--- src/rtl/serrx_pkg.sv ---
package serrx_pkg;

   typedef enum logic [2:0] {
      ST_IDLE,
      ST_START,
      ST_DATA,
      ST_PAR,
      ST_STOP
   } rx_state_e;

   typedef struct packed {
      logic parity;
      logic framing;
      logic overrun;
   } rx_err_t;

endpackage

--- src/rtl/serrx_sync.sv ---
module serrx_sync #(
   parameter int STAGES    = 2,
   parameter bit RESET_VAL = 1'b1
) (
   input  logic clk,
   input  logic rst_n,
   input  logic din,
   output logic dout
);

   generate
      if (STAGES < 1) begin : g_bad_depth
         $error("serrx_sync: STAGES must be at least 1");
      end

      if (STAGES == 1) begin : g_single
         logic q;
         always_ff @(posedge clk or negedge rst_n) begin
            if (!rst_n) q <= RESET_VAL;
            else        q <= din;
         end
         assign dout = q;
      end else begin : g_chain
         logic [STAGES-1:0] chain;
         always_ff @(posedge clk or negedge rst_n) begin
            if (!rst_n) chain <= {STAGES{RESET_VAL}};
            else        chain <= {chain[STAGES-2:0], din};
         end
         assign dout = chain[STAGES-1];
      end
   endgenerate

endmodule

--- src/rtl/serrx_framer.sv ---
module serrx_framer
   import serrx_pkg::*;
#(
   parameter int DATA_BITS  = 8,
   parameter int OVERSAMPLE = 16
) (
   input  logic                 clk,
   input  logic                 rst_n,
   input  logic                 active,
   input  logic                 tick,
   input  logic                 rx_s,
   input  logic                 par_en,
   input  logic                 par_odd,
   output logic                 done,
   output logic [DATA_BITS-1:0] data,
   output logic                 perr,
   output logic                 ferr
);

   localparam int CW = $clog2(OVERSAMPLE);
   localparam int BW = $clog2(DATA_BITS);
   localparam logic [CW-1:0] MID_CNT  = CW'(OVERSAMPLE / 2 - 1);
   localparam logic [CW-1:0] LAST_CNT = CW'(OVERSAMPLE - 1);
   localparam logic [BW-1:0] LAST_BIT = BW'(DATA_BITS - 1);

   rx_state_e            st;
   logic [CW-1:0]        cnt;
   logic [BW-1:0]        bidx;
   logic [DATA_BITS-1:0] shreg;
   logic                 perr_q;
   logic                 bit_end;

   assign bit_end = tick && (cnt == LAST_CNT);

   always_ff @(posedge clk or negedge rst_n) begin
      if (!rst_n) begin
         st     <= ST_IDLE;
         cnt    <= '0;
         bidx   <= '0;
         shreg  <= '0;
         perr_q <= 1'b0;
      end else if (!active) begin
         st     <= ST_IDLE;
         cnt    <= '0;
         bidx   <= '0;
         perr_q <= 1'b0;
      end else if (tick) begin
         unique case (st)
            ST_IDLE: begin
               if (!rx_s) begin
                  st  <= ST_START;
                  cnt <= '0;
               end
            end
            ST_START: begin
               if (cnt == MID_CNT) begin
                  cnt    <= '0;
                  bidx   <= '0;
                  perr_q <= 1'b0;
                  st     <= rx_s ? ST_IDLE : ST_DATA;
               end else begin
                  cnt <= cnt + 1'b1;
               end
            end
            ST_DATA: begin
               if (cnt == LAST_CNT) begin
                  cnt   <= '0;
                  shreg <= {rx_s, shreg[DATA_BITS-1:1]};
                  if (bidx == LAST_BIT) st <= par_en ? ST_PAR : ST_STOP;
                  else                  bidx <= bidx + 1'b1;
               end else begin
                  cnt <= cnt + 1'b1;
               end
            end
            ST_PAR: begin
               if (cnt == LAST_CNT) begin
                  cnt    <= '0;
                  perr_q <= (^shreg) ^ rx_s ^ par_odd;
                  st     <= ST_STOP;
               end else begin
                  cnt <= cnt + 1'b1;
               end
            end
            ST_STOP: begin
               if (cnt == LAST_CNT) begin
                  cnt <= '0;
                  st  <= ST_IDLE;
               end else begin
                  cnt <= cnt + 1'b1;
               end
            end
            default: st <= ST_IDLE;
         endcase
      end
   end

   assign done = active && bit_end && (st == ST_STOP);
   assign data = shreg;
   assign perr = perr_q;
   assign ferr = !rx_s;

   // an idle receiver with no low line on a tick stays idle
   a_r3_idle_hold: assert property (@(posedge clk) disable iff (!rst_n)
      (st == ST_IDLE && !(tick && !rx_s)) |=> (st == ST_IDLE));

   // losing the enable returns the framer to idle on the next edge
   a_r11_abort_idle: assert property (@(posedge clk) disable iff (!rst_n)
      !active |=> (st == ST_IDLE));

   // the bit counter never runs past its last position
   a_r4_bidx_range: assert property (@(posedge clk) disable iff (!rst_n)
      bidx <= LAST_BIT);

endmodule

--- src/rtl/serrx_report.sv ---
module serrx_report
   import serrx_pkg::*;
#(
   parameter int DATA_BITS = 8
) (
   input  logic                 clk,
   input  logic                 rst_n,
   input  logic                 done,
   input  logic [DATA_BITS-1:0] data,
   input  logic                 perr,
   input  logic                 ferr,
   input  logic                 err_route,
   input  logic                 buf_rd,
   input  logic                 stat_rd,
   output logic [DATA_BITS-1:0] rx_data,
   output logic                 buf_full,
   output rx_err_t              errs,
   output logic                 irq_done,
   output logic                 irq_err
);

   logic ovr_now;
   logic any_err;

   assign ovr_now = done && buf_full && !buf_rd;
   assign any_err = perr || ferr || ovr_now;

   always_ff @(posedge clk or negedge rst_n) begin
      if (!rst_n) begin
         rx_data  <= '0;
         buf_full <= 1'b0;
         errs     <= '0;
         irq_done <= 1'b0;
         irq_err  <= 1'b0;
      end else begin
         irq_done <= 1'b0;
         irq_err  <= 1'b0;
         if (buf_rd)  buf_full <= 1'b0;
         if (stat_rd) errs     <= '0;
         if (done) begin
            if (!ovr_now) begin
               rx_data  <= data;
               buf_full <= 1'b1;
            end
            if (perr)    errs.parity  <= 1'b1;
            if (ferr)    errs.framing <= 1'b1;
            if (ovr_now) errs.overrun <= 1'b1;
            if (any_err && err_route) irq_err  <= 1'b1;
            else                      irq_done <= 1'b1;
         end
      end
   end

   // the holding register only changes together with a pulse
   a_r7_load_with_pulse: assert property (@(posedge clk) disable iff (!rst_n)
      !$stable(rx_data) |-> (irq_done || irq_err));

   // never both pulses together
   a_r7_one_pulse: assert property (@(posedge clk) disable iff (!rst_n)
      $onehot0({irq_done, irq_err}));

   // the error pulse only follows error routing
   a_r7_route: assert property (@(posedge clk) disable iff (!rst_n)
      irq_err |-> $past(err_route));

   // pulses last a single cycle
   a_r7_done_single: assert property (@(posedge clk) disable iff (!rst_n)
      irq_done |=> !irq_done);
   a_r7_err_single: assert property (@(posedge clk) disable iff (!rst_n)
      irq_err |=> !irq_err);

   // an overrun leaves the holding register alone
   a_r8_keep_on_overrun: assert property (@(posedge clk) disable iff (!rst_n)
      $rose(errs.overrun) |-> $stable(rx_data));

   // full stays set until a read strobe
   a_r9_full_hold: assert property (@(posedge clk) disable iff (!rst_n)
      (buf_full && !buf_rd) |=> buf_full);

   // flags are sticky until a status read
   a_r10_sticky_par: assert property (@(posedge clk) disable iff (!rst_n)
      (errs.parity && !stat_rd) |=> errs.parity);
   a_r10_sticky_frm: assert property (@(posedge clk) disable iff (!rst_n)
      (errs.framing && !stat_rd) |=> errs.framing);
   a_r10_sticky_ovr: assert property (@(posedge clk) disable iff (!rst_n)
      (errs.overrun && !stat_rd) |=> errs.overrun);

endmodule

--- src/rtl/serial_rx_unit.sv ---
module serial_rx_unit
   import serrx_pkg::*;
#(
   parameter int DATA_BITS   = 8,
   parameter int OVERSAMPLE  = 16,
   parameter int SYNC_STAGES = 2
) (
   input  logic                 clk,
   input  logic                 rst_n,
   input  logic                 unit_en,
   input  logic                 rx_en,
   input  logic                 par_en,
   input  logic                 par_odd,
   input  logic                 err_route,
   input  logic                 baud_tick,
   input  logic                 rx_pin,
   input  logic                 buf_rd,
   input  logic                 stat_rd,
   output logic [DATA_BITS-1:0] rx_data,
   output logic                 buf_full,
   output logic                 err_parity,
   output logic                 err_frame,
   output logic                 err_overrun,
   output logic                 irq_done,
   output logic                 irq_err
);

   generate
      if (DATA_BITS < 2) begin : g_bad_data
         $error("serial_rx_unit: DATA_BITS must be at least 2");
      end
      if (OVERSAMPLE < 4 || (OVERSAMPLE % 2) != 0) begin : g_bad_ovs
         $error("serial_rx_unit: OVERSAMPLE must be even and at least 4");
      end
      if (SYNC_STAGES < 1) begin : g_bad_sync
         $error("serial_rx_unit: SYNC_STAGES must be at least 1");
      end
   endgenerate

   logic                 active;
   logic                 rx_s;
   logic                 f_done;
   logic [DATA_BITS-1:0] f_data;
   logic                 f_perr;
   logic                 f_ferr;
   rx_err_t              errs;

   assign active = unit_en && rx_en;

   serrx_sync #(
      .STAGES    (SYNC_STAGES),
      .RESET_VAL (1'b1)
   ) u_sync (
      .clk  (clk),
      .rst_n(rst_n),
      .din  (rx_pin),
      .dout (rx_s)
   );

   serrx_framer #(
      .DATA_BITS (DATA_BITS),
      .OVERSAMPLE(OVERSAMPLE)
   ) u_framer (
      .clk    (clk),
      .rst_n  (rst_n),
      .active (active),
      .tick   (baud_tick),
      .rx_s   (rx_s),
      .par_en (par_en),
      .par_odd(par_odd),
      .done   (f_done),
      .data   (f_data),
      .perr   (f_perr),
      .ferr   (f_ferr)
   );

   serrx_report #(
      .DATA_BITS(DATA_BITS)
   ) u_report (
      .clk      (clk),
      .rst_n    (rst_n),
      .done     (f_done),
      .data     (f_data),
      .perr     (f_perr),
      .ferr     (f_ferr),
      .err_route(err_route),
      .buf_rd   (buf_rd),
      .stat_rd  (stat_rd),
      .rx_data  (rx_data),
      .buf_full (buf_full),
      .errs     (errs),
      .irq_done (irq_done),
      .irq_err  (irq_err)
   );

   assign err_parity  = errs.parity;
   assign err_frame   = errs.framing;
   assign err_overrun = errs.overrun;

   // no pulse follows a cycle with reception inactive
   a_r1_quiet_when_off: assert property (@(posedge clk) disable iff (!rst_n)
      !active |=> (!irq_done && !irq_err));

   // holding register frozen while inactive
   a_r2_hold_when_off: assert property (@(posedge clk) disable iff (!rst_n)
      !active |=> $stable(rx_data));

   // no flag rises while inactive
   a_r2_no_flag_when_off: assert property (@(posedge clk) disable iff (!rst_n)
      !active |=> (!$rose(err_parity) && !$rose(err_frame) && !$rose(err_overrun)));

endmodule

--- config.mk ---
export PLATFORM = sky130hd
export DESIGN_NAME = serial_rx_unit
export DESIGN_NICKNAME = d
export VERILOG_FILES = /design/src/rtl/serrx_pkg.sv /design/src/rtl/serrx_sync.sv /design/src/rtl/serrx_framer.sv /design/src/rtl/serrx_report.sv /design/src/rtl/serial_rx_unit.sv
export SDC_FILE = /design/constraint.sdc
export NUM_CORES = 1
export LEC_CHECK = 0
export BUFFER_PORTS_ARGS = -buffer_cell sky130_fd_sc_hd__buf_2
export CORE_UTILIZATION = 40
export CTS_CLUSTER_DIAMETER = 40
export DETAILED_ROUTE_END_ITERATION = 12
export GPL_ROUTABILITY_DRIVEN = 0
export SKIP_LAST_GASP = 1
export SLEW_MARGIN = 10
export SYNTH_ARGS = -nofsm -noshare
export SYNTH_HDL_FRONTEND = slang
export SYNTH_SLANG_ARGS = --single-unit
--- constraint.sdc ---
create_clock -name clk -period 1.8 [get_ports clk]
set_input_delay 0.09 -clock clk [delete_from_list [all_inputs] [get_ports clk]]
set_output_delay 0.09 -clock clk [all_outputs]
set_load 0.01 [all_outputs]
Word-level counts from Yosys, hierarchy flattened --
Index checks and enable logic that the tools add are counted.
Word-level totals: flip-flop bits (word level) 35
Cells by class: $add $sub $neg 2, equality and inequality tests 18, muxes and demuxes 40, bitwise gates (word level) 3, reductions and logical operators 20
Operator list (count):
- $mux W3 | 16
- $ne A3 B3 Y1 const B | 9
- $mux W4 | 5
- $pmux W3 S5 | 1
- $mux W1 | 14
- $pmux W4 S3 | 1
- $reduce_and A4 Y1 | 2
- $reduce_xor A8 Y1 | 1
- $logic_and A1 B1 Y1 | 7
- $reduce_and A7 Y1 | 1
- $eq A3 B2 Y1 const B | 2
- $eq A3 B3 Y1 const B | 2
- $pmux W3 S2 | 1
- $reduce_and A5 Y1 | 1
- $add A4 B1 Y4 const B | 1
- $eq A4 B3 Y1 const B | 1
- $eq A4 B4 Y1 const B | 1
- $ne A4 B4 Y1 const B | 1
- $add A3 B1 Y3 const B | 1
- $eq A3 B1 Y1 const B | 1
- $logic_not A3 Y1 | 1
- $reduce_and A3 Y1 | 1
- $reduce_or A3 Y1 | 1
- $logic_not A1 Y1 | 2
- other kinds (7) | 9

Logic depth before layout (Yosys ltp) --
Gate-level depths: netlist of run 1.
depth in word-level cells 10, gate-level depth with buffers 7

Modules after synthesis --
From an unflattened synthesis of run 1, not the netlist that was laid out.
Second synthesis, totals: cell total of the unflattened synthesis 158, area total of the unflattened synthesis 1874.3 sq um
By module, submodules not included:
- serrx_framer | instances 1, cells each 116, area each 1241.2 sq um, seq. area each 475.5 sq um
- serrx_report | instances 1, cells each 39, area each 574.3 sq um, seq. area each 350.3 sq um
- serrx_sync | instances 1, cells each 2, area each 52.6 sq um, seq. area each 52.6 sq um
- serial_rx_unit | instances 1, cells each 1, area each 6.3 sq um, seq. area each 0.0 sq um

Worst setup path after synthesis of run 1 --
Ideal clock, no wire load.
path kind register to register, start reg u_framer.cnt[0], end reg u_report.rx_data[0], data arrival time 1.613 ns, required time 1.675 ns, slack 0.062 ns, cell stages (with the launch flop) 8, path buffers 2, period minus slack after synthesis 1.738 ns, cells stage by stage dfrtp_1 ha_1 buf_2 and4_1 nand4_1 nor2b_1 buf_2 mux2_2
On the way: cells in the longest elaborated chain, start to end 8
Ends and longest elaborated chain:
- from (decl) | line serrx_framer.sv:27 | logic [CW-1:0] cnt;
- from (signal assigned) | line serrx_framer.sv:62 | cnt <= cnt + 1'b1;
- from (signal assigned) | line serrx_framer.sv:72 | cnt <= cnt + 1'b1;
- from (signal assigned) | line serrx_framer.sv:81 | cnt <= cnt + 1'b1;
- $eq A4 B4 Y1 * | line serrx_framer.sv:33 | assign bit_end = tick && (cnt == LAST_CNT);
- $logic_and A1 B1 Y1 * | line serrx_framer.sv:33
- $logic_and A1 B1 Y1 * (2 in a row) | line serrx_framer.sv:97 | assign done = active && bit_end && (st == ST_STOP);
- $logic_and A1 B1 Y1 (2 in a row) | line serrx_report.sv:25 | assign ovr_now = done && buf_full && !buf_rd;
- $not A1 Y1 (no source line)
- $reduce_and A2 Y1 (no source line) *
- to (signal assigned) | line serrx_report.sv:42 | rx_data <= data;
- to (decl) | line serrx_report.sv:15 | output logic [DATA_BITS-1:0] rx_data,
Every way passes the cells marked *; elsewhere a longest branch is shown, timed or not. A chain may end at the register's enable or synchronous reset.

Final worst setup path of run 1 --
start reg u_framer.cnt[0], end reg u_framer.st[0]
On the way: cells in the longest elaborated chain, start to end 3
Ends and longest elaborated chain:
- $eq A4 B4 Y1 / $eq A4 B3 Y1 (equally long branches)
- $ne A3 B3 Y1 (no source line)
- $reduce_and A7 Y1 (no source line) *
- to (signal assigned) | line serrx_framer.sv:60 | st <= rx_s ? ST_IDLE : ST_DATA;
- to (signal assigned) | line serrx_framer.sv:69 | if (bidx == LAST_BIT) st <= par_en ? ST_PAR : ST_STOP;
- to (decl) | line serrx_framer.sv:26 | rx_state_e st;
Marked as above.

==> impl_metrics.ini, run 1 <==
[run_status]
outcome = complete, no violations

[sta]
hold_violations = 0
period_share_pct = 93.7
max-slew-margin-rel_pct = 49.0
skew_ns = 0.00307
rsz0062_at_grt = false
report.final.slew_viol_count = 0
finalSetupViolCount = 0
worst_pin_slew_ns = 0.766
layout_setup_ws_ns = 0.114
worst_hold_slack_ns = 0.0243
max_freq_mhz = 593
fin_setup_tns_ns = 0
period_minus_slack_ns = 1.69

[logic_synthesis]
synth_largest_area_cell = dfrtp_1
synth_top_area_share_pct = 46.7
synthFlopType = dfrtp_1
synth_seq_area_share_pct = 49.7
synth_seq_cells = 35
syn_avg_cell_area_sq_um = 11.2
synthTopCellsByCount = dfrtp_1, mux2_2, nand2_1, nand3_1, inv_1
synthTopCellsByArea = dfrtp_1, mux2_2, dfstp_2
synthCells = 158
netlist_area_sq_um = 1770
syn_nets = 172
ys_async_sr_fraction_pct = 100
yosysWarnings = 0
synth_most_common_cell = dfrtp_1
yosysUniqueCellTypes = 45
synth_edf_count = 0

[job]
drv_cap = 0

[finish]
drive_above_1_share_pct = 34.5
nNetsFinal = 210
n_fill_cell = 375
fin_area_sq_um = 2160
diodes = 0
syn_to_final_growth_pct = 22.3

[placement]
dp_hpwl_microns = 2620
portBuffers = 24
post_dp_cell_area_sq_um = 2000
pre_cts_ws_ns = 0.0846

[global_route]
grt_pass1_vias = 1324
track_usage_pct = 18.6
grt.overflow.total = 0
grt_pass1_wl_microns = 6270
antenna_found_initial = 0
grt_max_degree = 36

[cts]
clock_path_buffers = 2
htree_levels = 2
root_buffer = clkbuf_8
cts_made_buffers = 5
clk_pin_slew_ns = 0.07
clkLatencyLatePin_ns = 0.29
cts.sinks = 35
cts_tree = done

[critical_path]
r2r_end = u_framer.st[0]$_DFFE_PN0P_
cp-end-kind = flip-flop
required_ns = 2.01
r2r_slack_ns = 0.11
ff2ff_path_depth = 6
crit_arrival_ns = 1.90
critPathKind = flip-flop to flip-flop
regToRegStartpoint = u_framer.cnt[0]$_DFFE_PN0P_
cp_max_fo = 8
critPathLaunchType = flip-flop

[min_path]
holdCritStartpoint = stat_rd
hold_end = u_report.errs[0]$_DFF_PN0_
min_path_type = input port to flip-flop
holdPathStages = 2

[route]
routed_via_density = 5.45
first_iter_violations = 76
drtAntennaViolNets = 0
dr.pass1.iters = 4
drc = 0
wl_per_cell_microns = 14.4
via_count = 1346
finalWirelength_microns = 3570

[die]
die_y_microns = 68.5
core.rowCount = 23
die_area_sq_um = 4690
initial_utilization_pct = 43.0
ioPinCount = 25
core_area_sq_um = 4120
fp.dieW_microns = 68.5

[pwr]
p_per_area_nw_per_um2 = 743
ir_worst_vdd_mv = 0.746
leakagePower_nw = 1.06
power.total_mw = 1.61
==> cell usage in the layout (no fill, tap or decap), types with 4 or more instances in the layout <==
cell      instances
dfrtp_1          33
buf_2            24
mux2_2           16
buf_4            12
nand3_1           9
nand2_1           9
inv_1             7
nand4_1           6
xnor2_1           6
clkbuf_8          6
o22ai_1           5
nor2b_1           5
nor2_1            4
==> worst max-delay path, cell delays in order (launching register included) <==
cell,delay (ns)
dfrtp_1,0.41
ha_1,0.22
buf_4,0.16
nand3b_1,0.11
a22oi_1,0.09
o211ai_1,0.38
mux2i_1,0.24
==> area by class of cell <==
type	instances	area [sq um]	area share, %
sequential	35	878	40.6
multi-input combinational	108	837	38.7
timing repair buffer	39	240	11.1
clock buffer	6	82.6	3.82
tap	50	62.6	2.89
clock inverter	2	35.0	1.62
inverter	7	26.3	1.22
==> worst max-delay path by stage <==
stage               depth (start not counted)                          from                         endpoint  slack [ns]
floorplan                                   7   u_framer.cnt[0]$_DFFE_PN0P_  u_report.rx_data[0]$_DFFE_PN0P_        0.06
global placement                            6  u_framer.bidx[0]$_DFFE_PN0P_       u_framer.st[2]$_DFFE_PN0P_        0.14
detailed placement                          6   u_framer.cnt[0]$_DFFE_PN0P_      u_framer.cnt[3]$_DFFE_PN0P_        0.08
CTS                                         6   u_framer.cnt[0]$_DFFE_PN0P_      u_framer.cnt[3]$_DFFE_PN0P_        0.06
global route                                4    u_framer.st[0]$_DFFE_PN0P_      u_framer.cnt[2]$_DFFE_PN0P_        0.02
finish                                      6   u_framer.cnt[0]$_DFFE_PN0P_       u_framer.st[0]$_DFFE_PN0P_        0.11
==> per-layer routing <==
layer,global-route usage (%),vias up,wire length (microns)
met4,7.81,0,59
met2,28.8,24,1720
met1,24.5,664,1650
li1,-,652,-
met3,5.00,6,134
met5,0,-,0
==> power by group <==
group          internal [mW]  switching (mW)  total [mW]
registers              0.791         0.00325       0.795
clock network          0.448           0.276       0.724
logic                 0.0376          0.0499      0.0875
==> logic make-up (layout without fill, tap and decap cells) <==
| kind of cell | after synthesis | count (layout) | synth area share, % |
|---|---|---|---|
| AND/OR/NAND/NOR | 49 | 49 | 15.9 |
| multiplexers | 19 | 19 | 11.9 |
| flip-flops | 35 | 35 | 49.7 |
| AO/OA/AOI/OAI | 28 | 28 | 11.6 |
| adder cells (fa/ha/maj) | 3 | 3 | 2.12 |
| XOR/XNOR | 9 | 9 | 5.24 |
| buffers and inverters | 15 | 54 | 3.61 |
==> repair_timing <==
action	CTS	global route
hold buffers	3	0
endpoints found under the hold margin	35	0
resized for setup	0	3
endpoints found under the setup margin	0	2
buffers inserted	0	0
==> through the flow <==
stage,cells,util [%]
floorplan,158,-
global placement,236,48.7
detailed placement,236,48.7
CTS,247,52.3
global route,247,52.5
finish,247,52.5
==> state kept, by name (all words and copies together), names as in the netlist <==
register              cells
u_framer.st               3
u_report.errs             3
u_sync.g_chain.chain      2
u_report.irq_err          1
u_report.rx_data          8
u_report.buf_full         1
u_framer.data             8
u_framer.bidx             3
u_framer.perr             1
u_report.irq_done         1
u_framer.cnt              4
Power figures use the tool's default switching activity.
==> inputs of run 2 (changes only) <==
- BUFFER_PORTS_ARGS: -buffer_cell sky130_fd_sc_hd__buf_2 -> default
- DONT_BUFFER_PORTS: default -> 1
==> run 2 against run 1 <==
- maximum frequency fell by 2.4%
- worst hold slack got worse by 0.017 ns
- flip-flop and latch count did not move
- clock power fell by 21%
- die area did not move
- core utilization fell by 2.1 points
- clock-buffer cell count fell by 1
- critical path type unchanged
==> impl_metrics.ini, run 2 (synthesized netlist as in run 1, its figures left out) <==
[run_status]
outcome = complete, no violations

[route]
finalWirelength_microns = 3900
first_iter_violations = 136
dr.pass1.iters = 4
drc = 0
routed_via_density = 5.80
via_count = 1316
drtAntennaViolNets = 0
wl_per_cell_microns = 17.2

[cts]
cts_made_buffers = 5
clk_pin_slew_ns = 0.08
cts.sinks = 35
clock_path_buffers = 2
root_buffer = clkbuf_8
cts_tree = done
clkLatencyLatePin_ns = 0.29
htree_levels = 2

[critical_path]
slowest_delay_ns = 0.40
crit_slowest_cell = dfrtp_1
critPathLaunchType = flip-flop
crit_chain = ha_2 > and4_4 > nand4_1 > nor2b_1 > buf_4 > mux2_2
cp_max_fo = 8
crit_arrival_ns = 1.90
required_ns = 1.98
worst-path-buf-inv = 1
critPathKind = flip-flop to flip-flop
cp-end-kind = flip-flop
crit_family = simple AND/OR/NAND/NOR gates

[placement]
place_inst = 212
portBuffers = 0
dp_hpwl_microns = 2650
pre_cts_ws_ns = 0.0692
post_dp_cell_area_sq_um = 1880

[pwr]
power.total_mw = 1.45
leakagePower_nw = 0.941
ir_worst_vdd_mv = 0.479
p_per_area_nw_per_um2 = 700

[finish]
fin_util_pct = 50.4
layoutNonFillerInstCount = 227
layout_common_cells = dfrtp_1, mux2_2, buf_4, nand3_1, nand2_1
fin_area_sq_um = 2070
diodes = 0
drive_above_1_share_pct = 28.8
nNetsFinal = 190
final_common_cell = dfrtp_1
syn_to_final_growth_pct = 17.3

[die]
fp.dieW_microns = 68.5
initial_utilization_pct = 43.0
core.rowCount = 23
core_area_sq_um = 4120
die_y_microns = 68.5
ioPinCount = 25
die_area_sq_um = 4690

[sta]
skew_ns = 0.00732
worst_pin_slew_ns = 0.355
fin_setup_tns_ns = 0
worst_hold_slack_ns = 0.00717
report.final.slew_viol_count = 0
period_minus_slack_ns = 1.73
max-slew-margin-rel_pct = 76.1
layout_setup_ws_ns = 0.0730
finalSetupViolCount = 0
rsz0062_at_grt = true
hold_violations = 0
period_share_pct = 95.9
max_freq_mhz = 579

[global_route]
track_usage_pct = 19.6
grt_pass1_vias = 1371
grt_pass1_wl_microns = 6600
grt_max_degree = 36
antenna_found_initial = 0
grt.overflow.total = 0

[job]
drv_cap = 0

[min_path]
min_path_type = input port to flip-flop
run 2: worst register-to-register path, stage by stage, from the launching register on:
cell and delay [ns]:
dfrtp_1 0.40, ha_2 0.20, and4_4 0.24, nand4_1 0.09
nor2b_1 0.14, buf_4 0.19, mux2_2 0.35
run 2: final timing paths:
path                                              startpoint                           endpoint  slack, ns  cells after the start
min reg2reg                u_sync.g_chain.chain[0]$_DFF_PN1_  u_sync.g_chain.chain[1]$_DFF_PN1_       0.36                      0
max                              u_framer.cnt[0]$_DFFE_PN0P_    u_report.rx_data[3]$_DFFE_PN0P_       0.07                      6
max reg2reg                      u_framer.cnt[0]$_DFFE_PN0P_    u_report.rx_data[3]$_DFFE_PN0P_       0.07                      6
min                                                  unit_en         u_framer.st[1]$_DFFE_PN0P_      0.007                      2
max in group asynchronous                              rst_n  u_sync.g_chain.chain[1]$_DFF_PN1_       1.30                      2
min in group asynchronous                              rst_n        u_framer.cnt[1]$_DFFE_PN0P_       0.25                      2
run 2: cell type report:
class	instances	area, sq um
tap	50	62.6
fill	375	2040
clock inverter	3	20.0
timing repair buffer	19	168
sequential	35	881
clock buffer	5	68.8
inverter	7	26.3
multi-input combinational	108	848
run 2: power by group:
part / switching, mW / internal [mW]
clock: 0.301 / 0.269
sequential: 0.00363 / 0.791
combinational: 0.0474 / 0.0395
run 2: per-layer routing:
| layer | global-route usage, % | wire length [microns] | part of all wire [%] | up-vias |
|---|---|---|---|---|
| met1 | 24.3 | 1640 | 42 | 664 |
| met2 | 31.6 | 2040 | 52 | 34 |
| li1 | - | - | - | 610 |
| met3 | 5.33 | 177 | 4.5 | 8 |
| met5 | 0 | 0 | 0 | - |
| met4 | 8.85 | 42 | 1.1 | 0 |
run 2: repair_timing:
| item | in CTS | in global routing |
|---|---|---|
| setup endpoints to repair | 0 | 24 |
| endpoints found under the hold margin | 42 | 0 |
| setup buffers | 0 | 1 |
| resized for setup | 0 | 8 |
| hold buffers | 6 | 0 |
==> inputs of run 3 (changes only) <==
- CTS_CLUSTER_SIZE: default -> 10
- SYNTH_HIERARCHICAL: default -> 1
==> run 3 against run 2 <==
- first-iteration DRC count fell by 56%
- final cell count rose by 3.5%
- routed wire length down 8.2%
- via count shrank 7.5%
- combinational power up 82%
- clock skew is essentially flat
- critical path depth grew 1
- core utilization is 0.30 points higher
- synthesized cell count is the same
- critical path type unchanged
- largest power group unchanged
==> impl_metrics.ini, run 3 <==
[sta]
max_freq_mhz = 572
rsz0062_at_grt = true
worst_pin_slew_ns = 0.259
layout_setup_ws_ns = 0.0519
max-slew-margin-rel_pct = 82.5
worst_hold_slack_ns = 0.0222
skew_ns = 0.00742
hold_violations = 0
finalSetupViolCount = 0
report.final.slew_viol_count = 0
fin_setup_tns_ns = 0
period_share_pct = 97.1
period_minus_slack_ns = 1.75

[logic_synthesis]
synthSimpleGateAreaFrac_pct = 16.3
synth_seq_cells = 35
synth-compound-area-share_pct = 11.0
synth_most_common_cell = dfrtp_1
synth_largest_area_cell = dfrtp_1
synth.area.mux_share_pct = 13.1
ys_async_sr_fraction_pct = 100
syn_nets = 172
synth_xor_area_share_pct = 5.61
synth_top_family_by_area = simple AND/OR/NAND/NOR gates
yosysWarnings = 6
synthFlopType = dfrtp_1
synthCells = 158
synth_seq_area_share_pct = 46.9
synth_edf_count = 0
syn_avg_cell_area_sq_um = 11.9
synth_top_area_share_pct = 44.1
synthTopCellsByArea = dfrtp_1, mux2_4, mux2_2
yosysUniqueCellTypes = 47
netlist_area_sq_um = 1870
synth_fa_ha_area_share_pct = 2.00
synthTopCellsByCount = dfrtp_1, inv_1, nand2_1, xnor2_1, mux2_4

[finish]
layout_common_cells = dfrtp_1, buf_4, inv_1, xnor2_1
syn_to_final_growth_pct = 19.4
final_common_cell = dfrtp_1
diodes = 0
drive_above_1_share_pct = 41.5
nNetsFinal = 196

[cts]
cts_made_buffers = 5
cts_tree = done
htree_levels = 2
cts.sinks = 35
root_buffer = clkbuf_8
clk_pin_slew_ns = 0.08
clock_path_buffers = 2
clkLatencyLatePin_ns = 0.29

[critical_path]
required_ns = 1.98
regToRegStartpoint = u_framer/bidx[1]$_DFFE_PN0P_
ff2ff_path_depth = 7
crit_slowest_cell = dfrtp_1
r2r_end = u_framer/bidx[1]$_DFFE_PN0P_
cp-end-kind = flip-flop
worst-path-buf-inv = 0
r2r_slack_ns = 0.05
critPathLaunchType = flip-flop
crit_arrival_ns = 1.93
slowest_delay_ns = 0.40
crit_chain = ha_2 > ha_4 > nor3b_2 > a21oi_2 > o31ai_4 > nand2_2 > a21bo_1
cp_max_fo = 3
crit_family = compound AO/OA/AOI/OAI gates
critPathKind = flip-flop to flip-flop

[global_route]
grt_pass1_vias = 1315
grt_pass1_wl_microns = 5950
grt.overflow.total = 0
antenna_found_initial = 0
track_usage_pct = 15.6
grt_max_degree = 36

[run_status]
outcome = complete, no violations

[placement]
dp_hpwl_microns = 2550
pre_cts_ws_ns = -0.00987
portBuffers = 0

[die]
die_area_sq_um = 4960
fp.dieW_microns = 70.5
die_y_microns = 70.5
ioPinCount = 25
core.rowCount = 24
core_area_sq_um = 4410
initial_utilization_pct = 42.5

[pwr]
ir_worst_vdd_mv = 0.544
p_per_area_nw_per_um2 = 683
leakagePower_nw = 1.03

[route]
first_iter_violations = 60
drc = 0
wl_per_cell_microns = 15.2
routed_via_density = 5.18
drtAntennaViolNets = 0
dr.pass1.iters = 4
via_count = 1217
finalWirelength_microns = 3580

[min_path]
holdPathStages = 2
holdCritStartpoint = par_en
hold_end = u_framer/st[0]$_DFFE_PN0P_
min_path_type = input port to flip-flop

[job]
drv_cap = 0
## run 3: area by class of cell
cell class	instances	area (sq um)
timing repair buffer	24	205
inverter	10	37.5
tap	52	65.1
fill	409	2180
clock inverter	3	20.0
sequential	35	882
multi-input combinational	106	960
clock buffer	5	68.8
## run 3: routing by layer
layer / up-vias / wire, microns / GRT usage (%)
met3: 7 / 124 / 4.91
met2: 24 / 1800 / 26.1
met5: - / 0 / 0
li1: 600 / - / -
met4: 0 / 55 / 5.33
met1: 586 / 1600 / 18.8
## run 3: metrics by stage
step           instance area, sq um  util, %  std cells  power, mW
2_1_floorplan                  1870        -        158      0.907
3_3_place_gp                   2010     45.5        220      0.937
3_5_place_dp                   2010     45.5        220      0.941
4_1_cts                        2170     49.2        234       1.54
5_1_grt                        2240     50.7        235       1.60
6_report                       2240     50.7        235       1.53
## run 3: worst max path at each step
stage,slack [ns],to,start,cells after the start
2_1_floorplan,0.007,u_report/rx_data[0]$_DFFE_PN0P_,u_framer/cnt[0]$_DFFE_PN0P_,7
3_3_place_gp,0.02,u_framer/st[2]$_DFFE_PN0P_,u_framer/bidx[0]$_DFFE_PN0P_,6
3_5_place_dp,-0.01,u_framer/st[2]$_DFFE_PN0P_,u_framer/bidx[0]$_DFFE_PN0P_,6
4_1_cts,0.01,u_framer/st[2]$_DFFE_PN0P_,u_framer/st[0]$_DFFE_PN0P_,5
5_1_grt,-0.01,u_framer/bidx[2]$_DFFE_PN0P_,u_framer/bidx[1]$_DFFE_PN0P_,7
6_report,0.05,u_framer/bidx[1]$_DFFE_PN0P_,u_framer/bidx[1]$_DFFE_PN0P_,7
## run 3: report_power, final
| group | switching, mW | total (mW) | internal [mW] | leakage [nW] |
|---|---|---|---|---|
| Combinational | 0.0832 | 0.158 | 0.0748 | 0.515 |
| Clock | 0.292 | 0.561 | 0.269 | 0.0402 |
| Sequential | 0.0127 | 0.809 | 0.797 | 0.476 |
| Total | 0.388 | 1.53 | 1.14 | 1.03 |
## run 3: cells by family (layout without fill, tap and decap cells)
| kind of cell | after synthesis | after routing |
|---|---|---|
| compound gates | 24 | 24 |
| xor+xnor | 12 | 12 |
| fa+ha+maj | 3 | 3 |
| buf+inv | 17 | 42 |
| flops | 35 | 35 |
| mux | 19 | 19 |
| simple gates | 48 | 48 |
## run 3: what timing repair did
item                                    4_1_cts  5_1_grt
pin swaps                                     0        6
endpoints found under the setup margin        1       25
buffers inserted                              0        1
hold endpoints to repair                     40        0
gates resized for setup                       1       16
hold buffers                                  6        0
